<file path="config.mk">
export PLATFORM = sky130hd
export DESIGN_NAME = edc_unit
export DESIGN_NICKNAME = d
export VERILOG_FILES = /design/src/rtl/edc_pkg.sv /design/src/rtl/edc_chk_gen.sv /design/src/rtl/edc_dec_core.sv /design/src/rtl/edc_status_reg.sv /design/src/rtl/edc_unit.sv
export SDC_FILE = /design/constraint.sdc
export NUM_CORES = 1
export LEC_CHECK = 0
export ABC_AREA = 1
export ABC_CLOCK_PERIOD_IN_PS = 5200
export BUFFER_PORTS_ARGS = -buffer_cell sky130_fd_sc_hd__clkbuf_2
export CORE_MARGIN = 1
export CORE_UTILIZATION = 27
export DETAILED_ROUTE_END_ITERATION = 16
export PLACE_DENSITY_LB_ADDON = 0.25
export REMOVE_ABC_BUFFERS = 1
export SETUP_SLACK_MARGIN = 0.3
export SYNTH_ARGS = -nofsm -noshare
export SYNTH_HDL_FRONTEND = slang
export SYNTH_HIERARCHICAL = 1
export SYNTH_SLANG_ARGS = --single-unit
</file>
<file path="constraint.sdc">
create_clock -name clk -period 5.2 [get_ports clk]
set_clock_uncertainty 0.2 [all_clocks]
set_input_delay 1.56 -clock clk [delete_from_list [all_inputs] [get_ports clk]]
set_output_delay 1.56 -clock clk [all_outputs]
set_load 0.05 [all_outputs]
</file>
<file path="src/rtl/edc_pkg.sv">
package edc_pkg;

   typedef enum logic [1:0] {
      DEC_CLEAN  = 2'd0,
      DEC_SINGLE = 2'd1,
      DEC_UNCOR  = 2'd2
   } dec_cls_e;

   function automatic bit is_pow2(input int v);
      return (v != 0) && ((v & (v - 1)) == 0);
   endfunction

   // smallest r with 2^r >= data bits + r + 1
   function automatic int ham_bits(input int dw);
      int r;
      r = 1;
      while ((1 << r) < dw + r + 1) r++;
      return r;
   endfunction

   // codeword position of data bit j (skips powers of two)
   function automatic int data_pos(input int j);
      int cnt;
      int res;
      cnt = -1;
      res = 0;
      for (int p = 1; p < 256; p++) begin
         if (!is_pow2(p) && (res == 0)) begin
            cnt++;
            if (cnt == j) res = p;
         end
      end
      return res;
   endfunction

   // data bits covered by Hamming bit i
   function automatic logic [63:0] cover_mask(input int dw, input int i);
      logic [63:0] m;
      m = '0;
      for (int j = 0; j < dw; j++)
         m[j] = ((data_pos(j) >> i) & 1) != 0;
      return m;
   endfunction

endpackage

</file>
<file path="src/rtl/edc_chk_gen.sv">
module edc_chk_gen
   import edc_pkg::*;
#(
   parameter int DATA_W = 16,
   parameter int HAM_W  = 5
) (
   input  logic [DATA_W-1:0] data,
   output logic [HAM_W-1:0]  ham,
   output logic              data_par
);

   generate
      for (genvar i = 0; i < HAM_W; i++) begin : g_ham
         localparam logic [63:0] MASK = cover_mask(DATA_W, i);
         assign ham[i] = ^(data & MASK[DATA_W-1:0]);
      end
   endgenerate

   assign data_par = ^data;

endmodule

</file>
<file path="src/rtl/edc_dec_core.sv">
module edc_dec_core
   import edc_pkg::*;
#(
   parameter int DATA_W = 16,
   parameter int HAM_W  = 5
) (
   input  logic              par_mode,
   input  logic [DATA_W-1:0] rd_data,
   input  logic [HAM_W-1:0]  rd_ham,
   input  logic              rd_ovr,
   input  logic [HAM_W-1:0]  calc_ham,
   input  logic              data_par,
   output logic [DATA_W-1:0] fixed,
   output dec_cls_e          cls
);

   logic [HAM_W-1:0]  syn;
   logic              ovr_mis;
   logic              par_mis;
   logic [DATA_W-1:0] hit;
   logic              any_hit;
   logic              chk_loc;

   assign syn     = calc_ham ^ rd_ham;
   assign ovr_mis = data_par ^ (^rd_ham) ^ rd_ovr;
   assign par_mis = data_par ^ rd_ham[0];
   assign chk_loc = ($countones(syn) <= 1);

   generate
      for (genvar j = 0; j < DATA_W; j++) begin : g_hit
         localparam logic [HAM_W-1:0] POS = HAM_W'(data_pos(j));
         assign hit[j] = (syn == POS);
      end
   endgenerate

   assign any_hit = |hit;

   always_comb begin
      if (par_mode) begin
         cls = par_mis ? DEC_UNCOR : DEC_CLEAN;
      end else if (!ovr_mis) begin
         cls = (syn == '0) ? DEC_CLEAN : DEC_UNCOR;
      end else if (any_hit || chk_loc) begin
         cls = DEC_SINGLE;
      end else begin
         cls = DEC_UNCOR;
      end
   end

   assign fixed = rd_data ^ (hit & {DATA_W{ovr_mis && !par_mode}});

endmodule

</file>
<file path="src/rtl/edc_status_reg.sv">
module edc_status_reg
   import edc_pkg::*;
#(
   parameter bit REG_STATUS = 1'b1
) (
   input  logic     clk,
   input  logic     rst_n,
   input  logic     valid,
   input  dec_cls_e cls,
   output logic     err_single,
   output logic     err_uncor
);

   logic s_nx;
   logic u_nx;

   assign s_nx = valid && (cls == DEC_SINGLE);
   assign u_nx = valid && (cls == DEC_UNCOR);

   generate
      if (REG_STATUS) begin : g_reg
         always_ff @(posedge clk or negedge rst_n) begin
            if (!rst_n) begin
               err_single <= 1'b0;
               err_uncor  <= 1'b0;
            end else begin
               err_single <= s_nx;
               err_uncor  <= u_nx;
            end
         end

         AST_IDLE_CLEAR: assert property (@(posedge clk) disable iff (!rst_n)
            !valid |=> (!err_single && !err_uncor));
      end else begin : g_comb
         assign err_single = s_nx;
         assign err_uncor  = u_nx;
      end
   endgenerate

   AST_FLAGS_EXCL: assert property (@(posedge clk) disable iff (!rst_n)
      !(err_single && err_uncor));

endmodule

</file>
<file path="src/rtl/edc_unit.sv">
module edc_unit
   import edc_pkg::*;
#(
   parameter int  DATA_W     = 16,
   parameter bit  REG_STATUS = 1'b1,
   localparam int HAM_W      = ham_bits(DATA_W),
   localparam int CHK_W      = HAM_W + 1
) (
   input  logic              clk,
   input  logic              rst_n,
   input  logic              par_mode,
   input  logic [DATA_W-1:0] wr_data,
   output logic [CHK_W-1:0]  wr_chk,
   input  logic              rd_valid,
   input  logic [DATA_W-1:0] rd_data,
   input  logic [CHK_W-1:0]  rd_chk,
   output logic [DATA_W-1:0] rd_fixed,
   output logic              err_single,
   output logic              err_uncor
);

   initial begin
      AST_CFG_WIDTH: assert (DATA_W >= 2 && DATA_W <= 57)
         else $error("edc_unit: DATA_W out of range");
   end

   // write side
   logic [HAM_W-1:0] w_ham;
   logic             w_par;

   edc_chk_gen #(.DATA_W(DATA_W), .HAM_W(HAM_W)) u_wgen (
      .data     (wr_data),
      .ham      (w_ham),
      .data_par (w_par)
   );

   assign wr_chk = par_mode ? {{HAM_W{1'b0}}, w_par}
                            : {w_par ^ (^w_ham), w_ham};

   // read side
   logic [HAM_W-1:0] r_ham;
   logic             r_par;
   dec_cls_e         cls;

   edc_chk_gen #(.DATA_W(DATA_W), .HAM_W(HAM_W)) u_rgen (
      .data     (rd_data),
      .ham      (r_ham),
      .data_par (r_par)
   );

   edc_dec_core #(.DATA_W(DATA_W), .HAM_W(HAM_W)) u_dec (
      .par_mode (par_mode),
      .rd_data  (rd_data),
      .rd_ham   (rd_chk[HAM_W-1:0]),
      .rd_ovr   (rd_chk[CHK_W-1]),
      .calc_ham (r_ham),
      .data_par (r_par),
      .fixed    (rd_fixed),
      .cls      (cls)
   );

   edc_status_reg #(.REG_STATUS(REG_STATUS)) u_stat (
      .clk        (clk),
      .rst_n      (rst_n),
      .valid      (rd_valid),
      .cls        (cls),
      .err_single (err_single),
      .err_uncor  (err_uncor)
   );

   AST_PAR_NO_FIX: assert property (@(posedge clk) disable iff (!rst_n)
      par_mode |-> (rd_fixed == rd_data));

   AST_ONE_FLIP: assert property (@(posedge clk) disable iff (!rst_n)
      $countones(rd_fixed ^ rd_data) <= 1);

   generate
      if (REG_STATUS) begin : g_flag_chk
         AST_ROUNDTRIP: assert property (@(posedge clk) disable iff (!rst_n)
            (rd_valid && rd_data == wr_data && rd_chk == wr_chk)
            |=> (!err_single && !err_uncor));

         AST_FIX_FLAGS: assert property (@(posedge clk) disable iff (!rst_n)
            (rd_valid && rd_fixed != rd_data) |=> err_single);

         AST_PAR_NO_SINGLE: assert property (@(posedge clk) disable iff (!rst_n)
            (rd_valid && par_mode) |=> !err_single);
      end
   endgenerate

endmodule

</file>
==> impl_metrics.prom, run 1 <==
# TYPE chip_impl_metric gauge
chip_impl_metric{name="clockBufferDepth",unit=""} 2
chip_impl_metric{name="placeableCoreArea",unit="um^2"} 8260
chip_impl_info{name="setup.worst_path.start_class",value="input port"} 1
chip_impl_metric{name="average_cell_area_after_synthesis",unit="um^2"} 4.65
chip_impl_metric{name="post-route-min-period",unit="ns"} 5.45
chip_impl_metric{name="ctsHoldBuffers",unit=""} 0
chip_impl_metric{name="dr_total_vias",unit=""} 3516
chip_impl_metric{name="max_freq",unit="MHz"} 183
chip_impl_metric{name="fin_ws",unit="ns"} -0.252
chip_impl_metric{name="maximum_fanout_along_the_worst_path",unit=""} 6
chip_impl_info{name="violated_checks",value="negative setup slack"} 1
chip_impl_metric{name="rows",unit=""} 33
chip_impl_metric{name="fp.dieArea",unit="um^2"} 8950
chip_impl_info{name="worst-setup-path-type",value="input port to primary output"} 1
chip_impl_metric{name="htreeDepth",unit=""} 1
chip_impl_metric{name="post_synth_num_cell_types",unit=""} 21
chip_impl_metric{name="top_level_ports",unit=""} 66
chip_impl_info{name="run_status",value="complete, but fails checks"} 1
chip_impl_metric{name="regArea",unit="um^2"} 50.0
chip_impl_metric{name="sequentialPowerShare",unit=""} 0.019
chip_impl_metric{name="number_of_warnings_printed_during_yosys_synthesis",unit=""} 6
chip_impl_metric{name="combinationalPowerShare",unit=""} 0.926
chip_impl_metric{name="timing.final.crit_share",unit=""} 1.05
chip_impl_metric{name="diodes",unit=""} 0
chip_impl_metric{name="initial_drc_count",unit=""} 126
chip_impl_metric{name="final_setup_violation_count",unit=""} 18
chip_impl_metric{name="cap_violations",unit=""} 0
chip_impl_metric{name="wirelength",unit="um"} 9630
chip_impl_metric{name="critPathArrivalTime",unit="ns"} 3.69
chip_impl_metric{name="power_leakage",unit="nW"} 2.74
chip_impl_metric{name="report.final.slew_viol_count",unit=""} 0
chip_impl_metric{name="grt_remaining_overflow",unit=""} 0
chip_impl_metric{name="share_of_total_power_in_the_clock_network",unit=""} 0.055
chip_impl_metric{name="grt_max_degree",unit=""} 12
chip_impl_info{name="final_cell_mix",value="176 x nand2_1, 75 x nand2_2, 72 x buf_4"} 1
chip_impl_metric{name="post_route_cells_drive_above_1_share",unit=""} 0.553
chip_impl_metric{name="tightest_slew",unit="ns"} 0.319
chip_impl_info{name="cts_tree",value="done"} 1
chip_impl_metric{name="final-hold-violation-count",unit=""} 0
chip_impl_metric{name="finish.cell_count_without_fillers",unit=""} 765
chip_impl_metric{name="cts.sinks",unit=""} 2
chip_impl_metric{name="routabilityCongestion",unit=""} 0.824
chip_impl_metric{name="place.detailed.instances",unit=""} 703
chip_impl_metric{name="grt_first_pass_wirelength",unit="um"} 13400
chip_impl_metric{name="max-slew-margin-rel",unit=""} 0.786
chip_impl_metric{name="worst_ep_required_time",unit="ns"} 3.44
chip_impl_metric{name="yosysSeqAreaShare",unit=""} 0.0216
chip_impl_metric{name="io_buffer_count",unit=""} 65
chip_impl_metric{name="route.detailed.wl_per_inst",unit="um"} 12.6
chip_impl_metric{name="path_clk_slew",unit="ns"} 0.03
chip_impl_metric{name="numCtsBuffers",unit=""} 3
chip_impl_metric{name="power.switching",unit="uW"} 567
chip_impl_info{name="clock-root-buffer",value="clkbuf_8"} 1
chip_impl_info{name="final_common_cell",value="nand2_1"} 1
chip_impl_info{name="worst_hold_path_type",value="input port to asynchronous set/reset pin"} 1
chip_impl_metric{name="design_power_total",unit="mW"} 1.09
chip_impl_metric{name="flow.area_growth_from_synthesis",unit="%"} 113
chip_impl_metric{name="die_h",unit="um"} 94.6
chip_impl_metric{name="p_per_area",unit="nW/um^2"} 222
chip_impl_metric{name="groute.usage.overall",unit=""} 0.187
chip_impl_metric{name="drtPass1Iterations",unit=""} 4
chip_impl_info{name="cp-end-kind",value="primary output"} 1
chip_impl_metric{name="post-route-drc-count",unit=""} 0
chip_impl_metric{name="nets_finish",unit=""} 715
chip_impl_metric{name="chipWidth",unit="um"} 94.6
chip_impl_metric{name="filler_cell_count",unit=""} 704
chip_impl_metric{name="ant_nets",unit=""} 0
chip_impl_metric{name="hpwlAfterDp",unit="um"} 5810
chip_impl_metric{name="peakVddDrop",unit="mV"} 0.0711
chip_impl_metric{name="initial_core_util",unit=""} 0.280
chip_impl_metric{name="timing.setup.tns",unit="ns"} -3.66
chip_impl_metric{name="intPower",unit="uW"} 527
chip_impl_metric{name="post_synthesis_sequential_element_count",unit=""} 2
chip_impl_metric{name="vias_per_cell",unit=""} 4.60
chip_impl_metric{name="postLayoutCoreUtil",unit=""} 0.597
chip_impl_metric{name="grt_antenna_before_repair",unit=""} 0
chip_impl_metric{name="synthCells",unit=""} 498
chip_impl_metric{name="multi_input_area",unit="um^2"} 2670
chip_impl_info{name="rsz0062_at_grt",value="true"} 1
chip_impl_metric{name="power.share.switching",unit=""} 0.518
chip_impl_metric{name="first_global_vias",unit=""} 3220
chip_impl_metric{name="synthesis.area",unit="um^2"} 2320
[cell usage after synthesis]
library cell  number  area share
buf_2              1      0.0022
buf_6              2      0.0097
clkbuf_2           2      0.0043
dfrtp_1            2       0.022
fa_1               2       0.017
ha_1               9       0.049
inv_1             94        0.15
inv_2              2      0.0032
nand2_1          260        0.42
nand2_2            6       0.016
nand2_4            1      0.0049
nand3_1           31       0.067
nand3_4            1      0.0076
nand3b_1           1      0.0032
nand4_1            5       0.014
nor2_1            31       0.050
o211ai_1           1      0.0032
o21ai_0            4      0.0086
o21ai_1           11       0.024
xnor2_1           15       0.057
xor2_1            17       0.064
[metrics by stage]
stage,cell area [um^2],worst slack [ns],hold WS (ns)
floorplan,2280,0.0159,1.06
global placement,3190,-0.399,1.15
detailed placement,3190,-0.465,1.15
CTS,4150,-0.130,0.929
global route,4930,-0.354,0.923
finish,4930,-0.252,0.933
[layer usage]
metal	global-route usage	share of wire	vias to the layer above
met5	0	0	-
met4	0.0556	0.024	0
met3	0.0201	0.036	24
met2	0.376	0.56	93
met1	0.201	0.38	1617
li1	-	-	1782
[power by group through the flow]
stage                     clock (mW)  sequential (mW)  combinational (mW)
after global routing          0.0658           0.0218                1.09
final                         0.0602           0.0212                1.01
after CTS                     0.0621           0.0214               0.817
after floorplan                    0           0.0369               0.398
after detailed placement           0           0.0216               0.623
after global placement             0           0.0216               0.614
[critical path, stage by stage]
cell and delay, ns:
clkbuf_16 0.13, clkinv_8 0.05, buf_6 0.10, nand2_2 0.05, nand2_2 0.05, nand2_2 0.07
nand2_4 0.07, inv_2 0.06, nand2_1 0.04, nand2_1 0.06, nand2_1 0.06, nand2_2 0.12
inv_2 0.06, nand2_1 0.06, nand2_1 0.08, nand2_1 0.10, nand2_2 0.09, nand2_2 0.11
nand3_4 0.16, buf_12 0.20, nor2_2 0.10, nand2_1 0.07, nand2_2 0.08, buf_8 0.14
[cell type report]
type | instances | area share
clock buffer | 3 | 0.00837
timing repair buffer | 164 | 0.330
sequential | 2 | 0.0101
inverter | 96 | 0.0832
tap | 105 | 0.0266
multi-input combinational | 395 | 0.541
[state kept, by name, summed over array words and instances (netlist names)]
name / count
u_stat/err_uncor: 1
u_stat/err_single: 1
[cells by family after synthesis]
| logic type | count (synthesis) | synth area share |
|---|---|---|
| AO/OA/AOI/OAI | 16 | 0.0357 |
| AND/OR/NAND/NOR | 336 | 0.584 |
| adder cells (fa/ha/maj) | 11 | 0.0659 |
| buffers and inverters | 101 | 0.172 |
| flip-flops | 2 | 0.0216 |
| XOR/XNOR | 32 | 0.121 |
[final timing paths]
check | start | to | slack [ns] | depth (start not counted)
worst max-delay path | rd_data[9] | rd_fixed[14] | -0.25 | 24
worst min-delay path | rst_n | u_stat/err_single | 0.93 | 1
max in group asynchronous | rst_n | u_stat/err_uncor | 3.77 | 1
min in group clk | rd_valid | u_stat/err_single | 1.38 | 3
[timing repair]
item	4_1_cts	5_1_grt
setup endpoints to repair	18	19
setup buffers	41	17
pin swaps	53	87
cloned	1	0
resized for setup	152	201
Power figures use the tool's default switching activity.
==> run 2: changes to the inputs <==
--- a/config.mk
+++ b/config.mk
@@ -11,9 +11,11 @@
 export CORE_MARGIN = 1
 export CORE_UTILIZATION = 27
 export DETAILED_ROUTE_END_ITERATION = 16
-export PLACE_DENSITY_LB_ADDON = 0.25
+export HOLD_SLACK_MARGIN = 0.05
+export PLACE_DENSITY = 0.58
 export REMOVE_ABC_BUFFERS = 1
 export SETUP_SLACK_MARGIN = 0.3
+export SKIP_CTS_REPAIR_TIMING = 1
 export SYNTH_ARGS = -nofsm -noshare
 export SYNTH_HDL_FRONTEND = slang
 export SYNTH_HIERARCHICAL = 1
==> impl_metrics.prom, run 2 (synthesis results as in run 1) <==
# TYPE chip_impl_metric gauge
chip_impl_info{name="run_status",value="complete, but fails checks"} 1
chip_impl_info{name="violated_checks",value="negative setup slack"} 1
chip_impl_metric{name="preCtsSetupSlack",unit="ns"} -0.409
chip_impl_info{name="worst-setup-path-type",value="input port to primary output"} 1
chip_impl_metric{name="grt_first_pass_wirelength",unit="um"} 11100
chip_impl_metric{name="sequentialPowerShare",unit=""} 0.023
chip_impl_info{name="cp-end-kind",value="primary output"} 1
chip_impl_info{name="critical_path.slowest_cell",value="xor2_4"} 1
chip_impl_metric{name="post-route-min-period",unit="ns"} 5.37
chip_impl_metric{name="report.final.slew_viol_count",unit=""} 0
chip_impl_info{name="critical_path.endpoint",value="rd_fixed[3]"} 1
chip_impl_metric{name="nets_finish",unit=""} 669
chip_impl_metric{name="htreeDepth",unit=""} 1
chip_impl_metric{name="largest_stage_delay_worst_path",unit="ns"} 0.26
chip_impl_metric{name="placeableCoreArea",unit="um^2"} 8260
chip_impl_metric{name="wirelength",unit="um"} 8050
chip_impl_metric{name="regArea",unit="um^2"} 50.0
chip_impl_metric{name="chipWidth",unit="um"} 94.6
chip_impl_metric{name="groute.usage.overall",unit=""} 0.151
chip_impl_metric{name="power.switching",unit="uW"} 507
chip_impl_metric{name="peakVddDrop",unit="mV"} 0.163
chip_impl_info{name="setup.worst_path.start_class",value="input port"} 1
chip_impl_metric{name="max-slew-margin-rel",unit=""} 0.783
chip_impl_info{name="clock-root-buffer",value="clkbuf_8"} 1
chip_impl_info{name="launching_instance_or_port_of_the_critical_path",value="rd_data[10]"} 1
chip_impl_metric{name="grt_remaining_overflow",unit=""} 0
chip_impl_info{name="final_common_cell",value="nand2_1"} 1
chip_impl_metric{name="fp.dieArea",unit="um^2"} 8950
chip_impl_metric{name="tightest_slew",unit="ns"} 0.325
chip_impl_metric{name="power_leakage",unit="nW"} 2.38
chip_impl_info{name="worst_hold_path_type",value="input port to asynchronous set/reset pin"} 1
chip_impl_info{name="cts_tree",value="done"} 1
chip_impl_metric{name="io_buffer_count",unit=""} 65
chip_impl_metric{name="combinationalPowerShare",unit=""} 0.912
chip_impl_metric{name="path_clk_slew",unit="ns"} 0.03
chip_impl_info{name="worst_path_most_repeated_cell",value="nand2_2"} 1
chip_impl_metric{name="max_freq",unit="MHz"} 186
chip_impl_metric{name="route.detailed.wl_per_inst",unit="um"} 11.2
chip_impl_metric{name="grt_antenna_before_repair",unit=""} 0
chip_impl_metric{name="post_route_cells_drive_above_1_share",unit=""} 0.487
chip_impl_metric{name="final_setup_violation_count",unit=""} 16
chip_impl_info{name="top_regs",value="u_stat/err_single (1), u_stat/err_uncor (1)"} 1
chip_impl_metric{name="hpwlAfterDp",unit="um"} 5840
chip_impl_metric{name="worstSetupPathDepth",unit=""} 17
chip_impl_metric{name="initial_core_util",unit=""} 0.280
chip_impl_metric{name="die_h",unit="um"} 94.6
chip_impl_metric{name="multi_input_area",unit="um^2"} 2530
chip_impl_info{name="rsz0062_at_grt",value="true"} 1
chip_impl_metric{name="top_level_ports",unit=""} 66
chip_impl_info{name="final_cell_mix",value="181 x nand2_1, 73 x nand2_2, 56 x inv_1"} 1
chip_impl_metric{name="diodes",unit=""} 0
chip_impl_metric{name="intPower",unit="uW"} 408
chip_impl_metric{name="post-route-drc-count",unit=""} 0
chip_impl_metric{name="critPathArrivalTime",unit="ns"} 3.61
chip_impl_metric{name="first_global_vias",unit=""} 2745
chip_impl_metric{name="initial_drc_count",unit=""} 123
chip_impl_metric{name="flow.area_growth_from_synthesis",unit="%"} 81.6
chip_impl_metric{name="power.share.switching",unit=""} 0.554
chip_impl_metric{name="final-hold-violation-count",unit=""} 0
chip_impl_metric{name="drtPass1Iterations",unit=""} 4
chip_impl_metric{name="path_buf_inv",unit=""} 4
chip_impl_metric{name="grt_max_degree",unit=""} 22
chip_impl_metric{name="numCtsBuffers",unit=""} 3
chip_impl_metric{name="p_per_area",unit="nW/um^2"} 218
chip_impl_metric{name="maximum_fanout_along_the_worst_path",unit=""} 4
chip_impl_info{name="cp_top_family",value="simple AND/OR/NAND/NOR gates"} 1
chip_impl_metric{name="share_of_total_power_in_the_clock_network",unit=""} 0.065
chip_impl_metric{name="cap_violations",unit=""} 0
chip_impl_info{name="worstPathCellList",value="buf_6 -> inv_4 -> nand2_2 -> nand2_2 -> nand2_2 -> nand2_2 -> nand2_2 -> nand2_4 -> xor2_4 -> xor2_4 -> ha_4 -> nand2_1 -> inv_1 -> nand2_1 -> o21ai_2 -> nand2_1 -> buf_6"} 1
chip_impl_metric{name="ant_nets",unit=""} 0
chip_impl_metric{name="filler_cell_count",unit=""} 776
chip_impl_metric{name="fin_ws",unit="ns"} -0.166
chip_impl_metric{name="vias_per_cell",unit=""} 4.56
chip_impl_metric{name="worst_ep_required_time",unit="ns"} 3.44
chip_impl_metric{name="dr_total_vias",unit=""} 3277
chip_impl_metric{name="cts.sinks",unit=""} 2
chip_impl_metric{name="clockBufferDepth",unit=""} 2
chip_impl_metric{name="routabilityCongestion",unit=""} 0.822
chip_impl_metric{name="rows",unit=""} 33
chip_impl_metric{name="whs",unit="ns"} 0.935
chip_impl_metric{name="timing.final.crit_share",unit=""} 1.03
chip_impl_metric{name="timing.setup.tns",unit="ns"} -1.82
## run 2: per-stage QoR
step | area (um^2) | power [mW] | utilization | std cells
floorplan | 2280 | 0.435 | - | 493
global placement | 3090 | 0.618 | 0.374 | 700
detailed placement | 3090 | 0.627 | 0.374 | 700
CTS | 3130 | 0.691 | 0.379 | 703
global route | 4210 | 0.996 | 0.509 | 719
finish | 4210 | 0.915 | 0.509 | 719
## run 2: cell type report
type / instances / area share
flip-flops and latches: 2 / 0.0119
multi-input cells: 395 / 0.602
clock buffers: 3 / 0.00982
well taps: 105 / 0.0312
inverters: 96 / 0.0928
repair buffers: 118 / 0.252
## run 2: routing by layer
| metal | GRT usage | vias up | part of all wire |
|---|---|---|---|
| li1 | - | 1692 | - |
| met1 | 0.174 | 1492 | 0.40 |
| met2 | 0.305 | 83 | 0.54 |
| met3 | 0.0105 | 10 | 0.044 |
| met4 | 0.0177 | 0 | 0.013 |
| met5 | 0 | - | 0 |
## run 2: how the worst min path moves through the flow
stage / slack, ns / from / depth (start not counted) / to
after floorplan: 1.06 / rst_n / 0 / u_stat/err_single
after global placement: 1.14 / rst_n / 1 / u_stat/err_single
after detailed placement: 1.15 / rst_n / 1 / u_stat/err_single
after CTS: 0.93 / rst_n / 1 / u_stat/err_single
after global routing: 0.93 / rst_n / 1 / u_stat/err_uncor
final: 0.93 / rst_n / 1 / u_stat/err_single
## run 2: power groups by stage
stage	clock [mW]	sequential, mW	combinational, mW
3_3_place_gp	0	0.0210	0.597
2_1_floorplan	0	0.0369	0.398
4_1_cts	0.0609	0.0211	0.609
6_report	0.0596	0.0209	0.835
3_5_place_dp	0	0.0212	0.606
5_1_grt	0.0643	0.0212	0.911
==> run 3: changes to the inputs <==
--- a/config.mk
+++ b/config.mk
@@ -5,14 +5,13 @@
 export SDC_FILE = /design/constraint.sdc
 export NUM_CORES = 1
 export LEC_CHECK = 0
-export ABC_AREA = 1
 export ABC_CLOCK_PERIOD_IN_PS = 5200
 export BUFFER_PORTS_ARGS = -buffer_cell sky130_fd_sc_hd__clkbuf_2
 export CORE_MARGIN = 1
 export CORE_UTILIZATION = 27
 export DETAILED_ROUTE_END_ITERATION = 16
 export HOLD_SLACK_MARGIN = 0.05
-export PLACE_DENSITY = 0.58
+export PLACE_DENSITY = 0.61
 export REMOVE_ABC_BUFFERS = 1
 export SETUP_SLACK_MARGIN = 0.3
 export SKIP_CTS_REPAIR_TIMING = 1
==> impl_metrics.prom, run 3 <==
# TYPE chip_impl_metric gauge
chip_impl_metric{name="maximum_fanout_along_the_worst_path",unit=""} 5
chip_impl_info{name="synth.area.top_cells",value="xnor2_1 29%, xnor3_1 15%, ha_1 7.4%"} 1
chip_impl_metric{name="max-slew-margin-rel",unit=""} 0.712
chip_impl_info{name="violated_checks",value="negative setup slack"} 1
chip_impl_metric{name="hpwlAfterDp",unit="um"} 3710
chip_impl_metric{name="worst_ep_required_time",unit="ns"} 3.44
chip_impl_metric{name="synth_enable_flop_cells",unit=""} 0
chip_impl_metric{name="grt_antenna_before_repair",unit=""} 0
chip_impl_info{name="most_common_cell_in_the_netlist",value="xnor2_1"} 1
chip_impl_metric{name="design_power_total",unit="mW"} 1.27
chip_impl_metric{name="vias_per_cell",unit=""} 4.47
chip_impl_info{name="run_status",value="complete, but fails checks"} 1
chip_impl_metric{name="numCtsBuffers",unit=""} 3
chip_impl_metric{name="final_setup_violation_count",unit=""} 16
chip_impl_info{name="postSynth.topFlopCell",value="dfrtp_1"} 1
chip_impl_info{name="rsz0062_at_grt",value="true"} 1
chip_impl_metric{name="postLayoutCoreUtil",unit=""} 0.550
chip_impl_metric{name="placeableCoreArea",unit="um^2"} 5270
chip_impl_metric{name="chipWidth",unit="um"} 77.0
chip_impl_info{name="post-synth-top-area-cell",value="xnor2_1"} 1
chip_impl_metric{name="timing.final.crit_share",unit=""} 1.08
chip_impl_metric{name="wirelength",unit="um"} 4740
chip_impl_metric{name="grt_remaining_overflow",unit=""} 0
chip_impl_metric{name="nets_finish",unit=""} 333
chip_impl_metric{name="initial_core_util",unit=""} 0.288
chip_impl_metric{name="yosysSeqAreaShare",unit=""} 0.0329
chip_impl_metric{name="share_of_synthesized_registers_carrying_an_async_set_or_reset",unit=""} 1.00
chip_impl_info{name="worst-setup-path-type",value="input port to primary output"} 1
chip_impl_metric{name="post_synthesis_sequential_element_count",unit=""} 2
chip_impl_metric{name="tightest_slew",unit="ns"} 0.428
chip_impl_info{name="clock-root-buffer",value="clkbuf_8"} 1
chip_impl_metric{name="synthesis.area",unit="um^2"} 1520
chip_impl_metric{name="critPathArrivalTime",unit="ns"} 3.87
chip_impl_metric{name="post-route-min-period",unit="ns"} 5.63
chip_impl_metric{name="grt_max_degree",unit=""} 17
chip_impl_metric{name="path_clk_slew",unit="ns"} 0.03
chip_impl_metric{name="synthCells",unit=""} 157
chip_impl_metric{name="final-hold-violation-count",unit=""} 0
chip_impl_metric{name="regArea",unit="um^2"} 50.0
chip_impl_metric{name="report.final.slew_viol_count",unit=""} 0
chip_impl_metric{name="power.switching",unit="uW"} 619
chip_impl_info{name="post_synth_top_cells",value="51 x xnor2_1, 12 x xor2_1, 10 x inv_1, 10 x xnor3_1, 9 x ha_1"} 1
chip_impl_info{name="final_common_cell",value="buf_4"} 1
chip_impl_metric{name="share_of_total_power_in_the_clock_network",unit=""} 0.047
chip_impl_metric{name="post-route-drc-count",unit=""} 0
chip_impl_metric{name="post_synth_num_cell_types",unit=""} 29
chip_impl_metric{name="average_cell_area_after_synthesis",unit="um^2"} 9.68
chip_impl_metric{name="post-synth-top-area-fraction",unit=""} 0.294
chip_impl_metric{name="finish.cell_count_without_fillers",unit=""} 348
chip_impl_metric{name="multi_input_area",unit="um^2"} 1760
chip_impl_info{name="worst_hold_path_type",value="input port to asynchronous set/reset pin"} 1
chip_impl_metric{name="combinationalPowerShare",unit=""} 0.935
chip_impl_metric{name="die_h",unit="um"} 77.0
chip_impl_info{name="launching_instance_or_port_of_the_critical_path",value="rd_data[11]"} 1
chip_impl_metric{name="dr_total_vias",unit=""} 1557
chip_impl_metric{name="rows",unit=""} 26
chip_impl_metric{name="post_route_cells_drive_above_1_share",unit=""} 0.655
chip_impl_metric{name="routabilityCongestion",unit=""} 0.867
chip_impl_metric{name="initial_drc_count",unit=""} 74
chip_impl_metric{name="htreeDepth",unit=""} 1
chip_impl_metric{name="preCtsSetupSlack",unit="ns"} -0.697
chip_impl_metric{name="power.share.switching",unit=""} 0.489
chip_impl_metric{name="cts.sinks",unit=""} 2
chip_impl_metric{name="sequentialPowerShare",unit=""} 0.018
chip_impl_metric{name="max_freq",unit="MHz"} 178
chip_impl_metric{name="grt_first_pass_wirelength",unit="um"} 6800
chip_impl_metric{name="place.detailed.instances",unit=""} 337
chip_impl_metric{name="drtPass1Iterations",unit=""} 4
chip_impl_metric{name="ant_nets",unit=""} 0
chip_impl_metric{name="number_of_warnings_printed_during_yosys_synthesis",unit=""} 6
chip_impl_metric{name="intPower",unit="uW"} 647
chip_impl_metric{name="diodes",unit=""} 0
chip_impl_metric{name="peakVddDrop",unit="mV"} 0.189
chip_impl_info{name="final_cell_mix",value="59 x buf_4, 40 x clkbuf_2, 34 x xnor2_1"} 1
chip_impl_metric{name="top_level_ports",unit=""} 66
chip_impl_metric{name="io_buffer_count",unit=""} 65
chip_impl_metric{name="route.detailed.wl_per_inst",unit="um"} 13.6
chip_impl_info{name="setup.worst_path.start_class",value="input port"} 1
chip_impl_metric{name="power_leakage",unit="nW"} 1.42
chip_impl_info{name="top_regs",value="u_stat/err_single (1), u_stat/err_uncor (1)"} 1
chip_impl_metric{name="p_per_area",unit="nW/um^2"} 437
chip_impl_info{name="cp-end-kind",value="primary output"} 1
chip_impl_metric{name="fp.dieArea",unit="um^2"} 5930
chip_impl_metric{name="final_design_area_no_fill",unit="um^2"} 2900
chip_impl_metric{name="clockBufferDepth",unit=""} 2
chip_impl_metric{name="fin_ws",unit="ns"} -0.428
chip_impl_metric{name="first_global_vias",unit=""} 1503
chip_impl_metric{name="cap_violations",unit=""} 0
chip_impl_info{name="cts_tree",value="done"} 1
chip_impl_metric{name="filler_cell_count",unit=""} 456
chip_impl_metric{name="groute.usage.overall",unit=""} 0.143
chip_impl_metric{name="whs",unit="ns"} 0.932
chip_impl_metric{name="timing.setup.tns",unit="ns"} -5.92
chip_impl_metric{name="placement.cell_area",unit="um^2"} 2330
chip_impl_metric{name="flow.area_growth_from_synthesis",unit="%"} 90.5
run 3: cells by family after synthesis:
group                      after synthesis  share of synthesized area
DFF                                      2                     0.0329
xor gates and xnor gates                81                      0.625
adders and majority gates               11                      0.100
buffers and inverters                   13                     0.0379
and+or+nand+nor                         43                      0.167
muxes                                    1                    0.00741
AOI/OAI and AO/OA                        6                     0.0296
run 3: worst paths after layout:
| check | end | slack, ns |
|---|---|---|
| min in group clk | u_stat/err_single | 1.41 |
| max | rd_fixed[10] | -0.43 |
| min | u_stat/err_single | 0.93 |
| max in group asynchronous | u_stat/err_uncor | 3.77 |
run 3: layout make-up:
class	instances	area share
multi-input combinational	143	0.608
timing repair buffer	120	0.317
tap	70	0.0302
sequential	2	0.0173
clock buffer	3	0.0143
inverter	10	0.0130
run 3: per-layer routing:
layer	part of all wire	up-vias	routed length [um]	track usage
li1	-	771	-	-
met1	0.42	729	2000	0.192
met2	0.51	55	2400	0.246
met3	0.069	2	325	0.0179
met4	0.0023	0	11	0.0226
met5	0	-	0	0
run 3: critical path, cell delays in order:
cell and delay [ns]:
buf_6 0.09, xnor3_1 0.36, xnor3_2 0.28, buf_6 0.14, xnor2_2 0.13, xor2_1 0.26, ha_2 0.28, buf_6 0.13
ha_4 0.14, nand4_4 0.11, xnor2_2 0.23, buf_12 0.16
run 3: power by group through the flow:
stage	registers, mW	clock network, mW	logic (mW)
after floorplan	0.0404	0	0.619
after global placement	0.0222	0	0.943
after detailed placement	0.0226	0	0.951
after CTS	0.0225	0.0614	0.955
after global routing	0.0227	0.0649	1.27
final	0.0223	0.0595	1.18
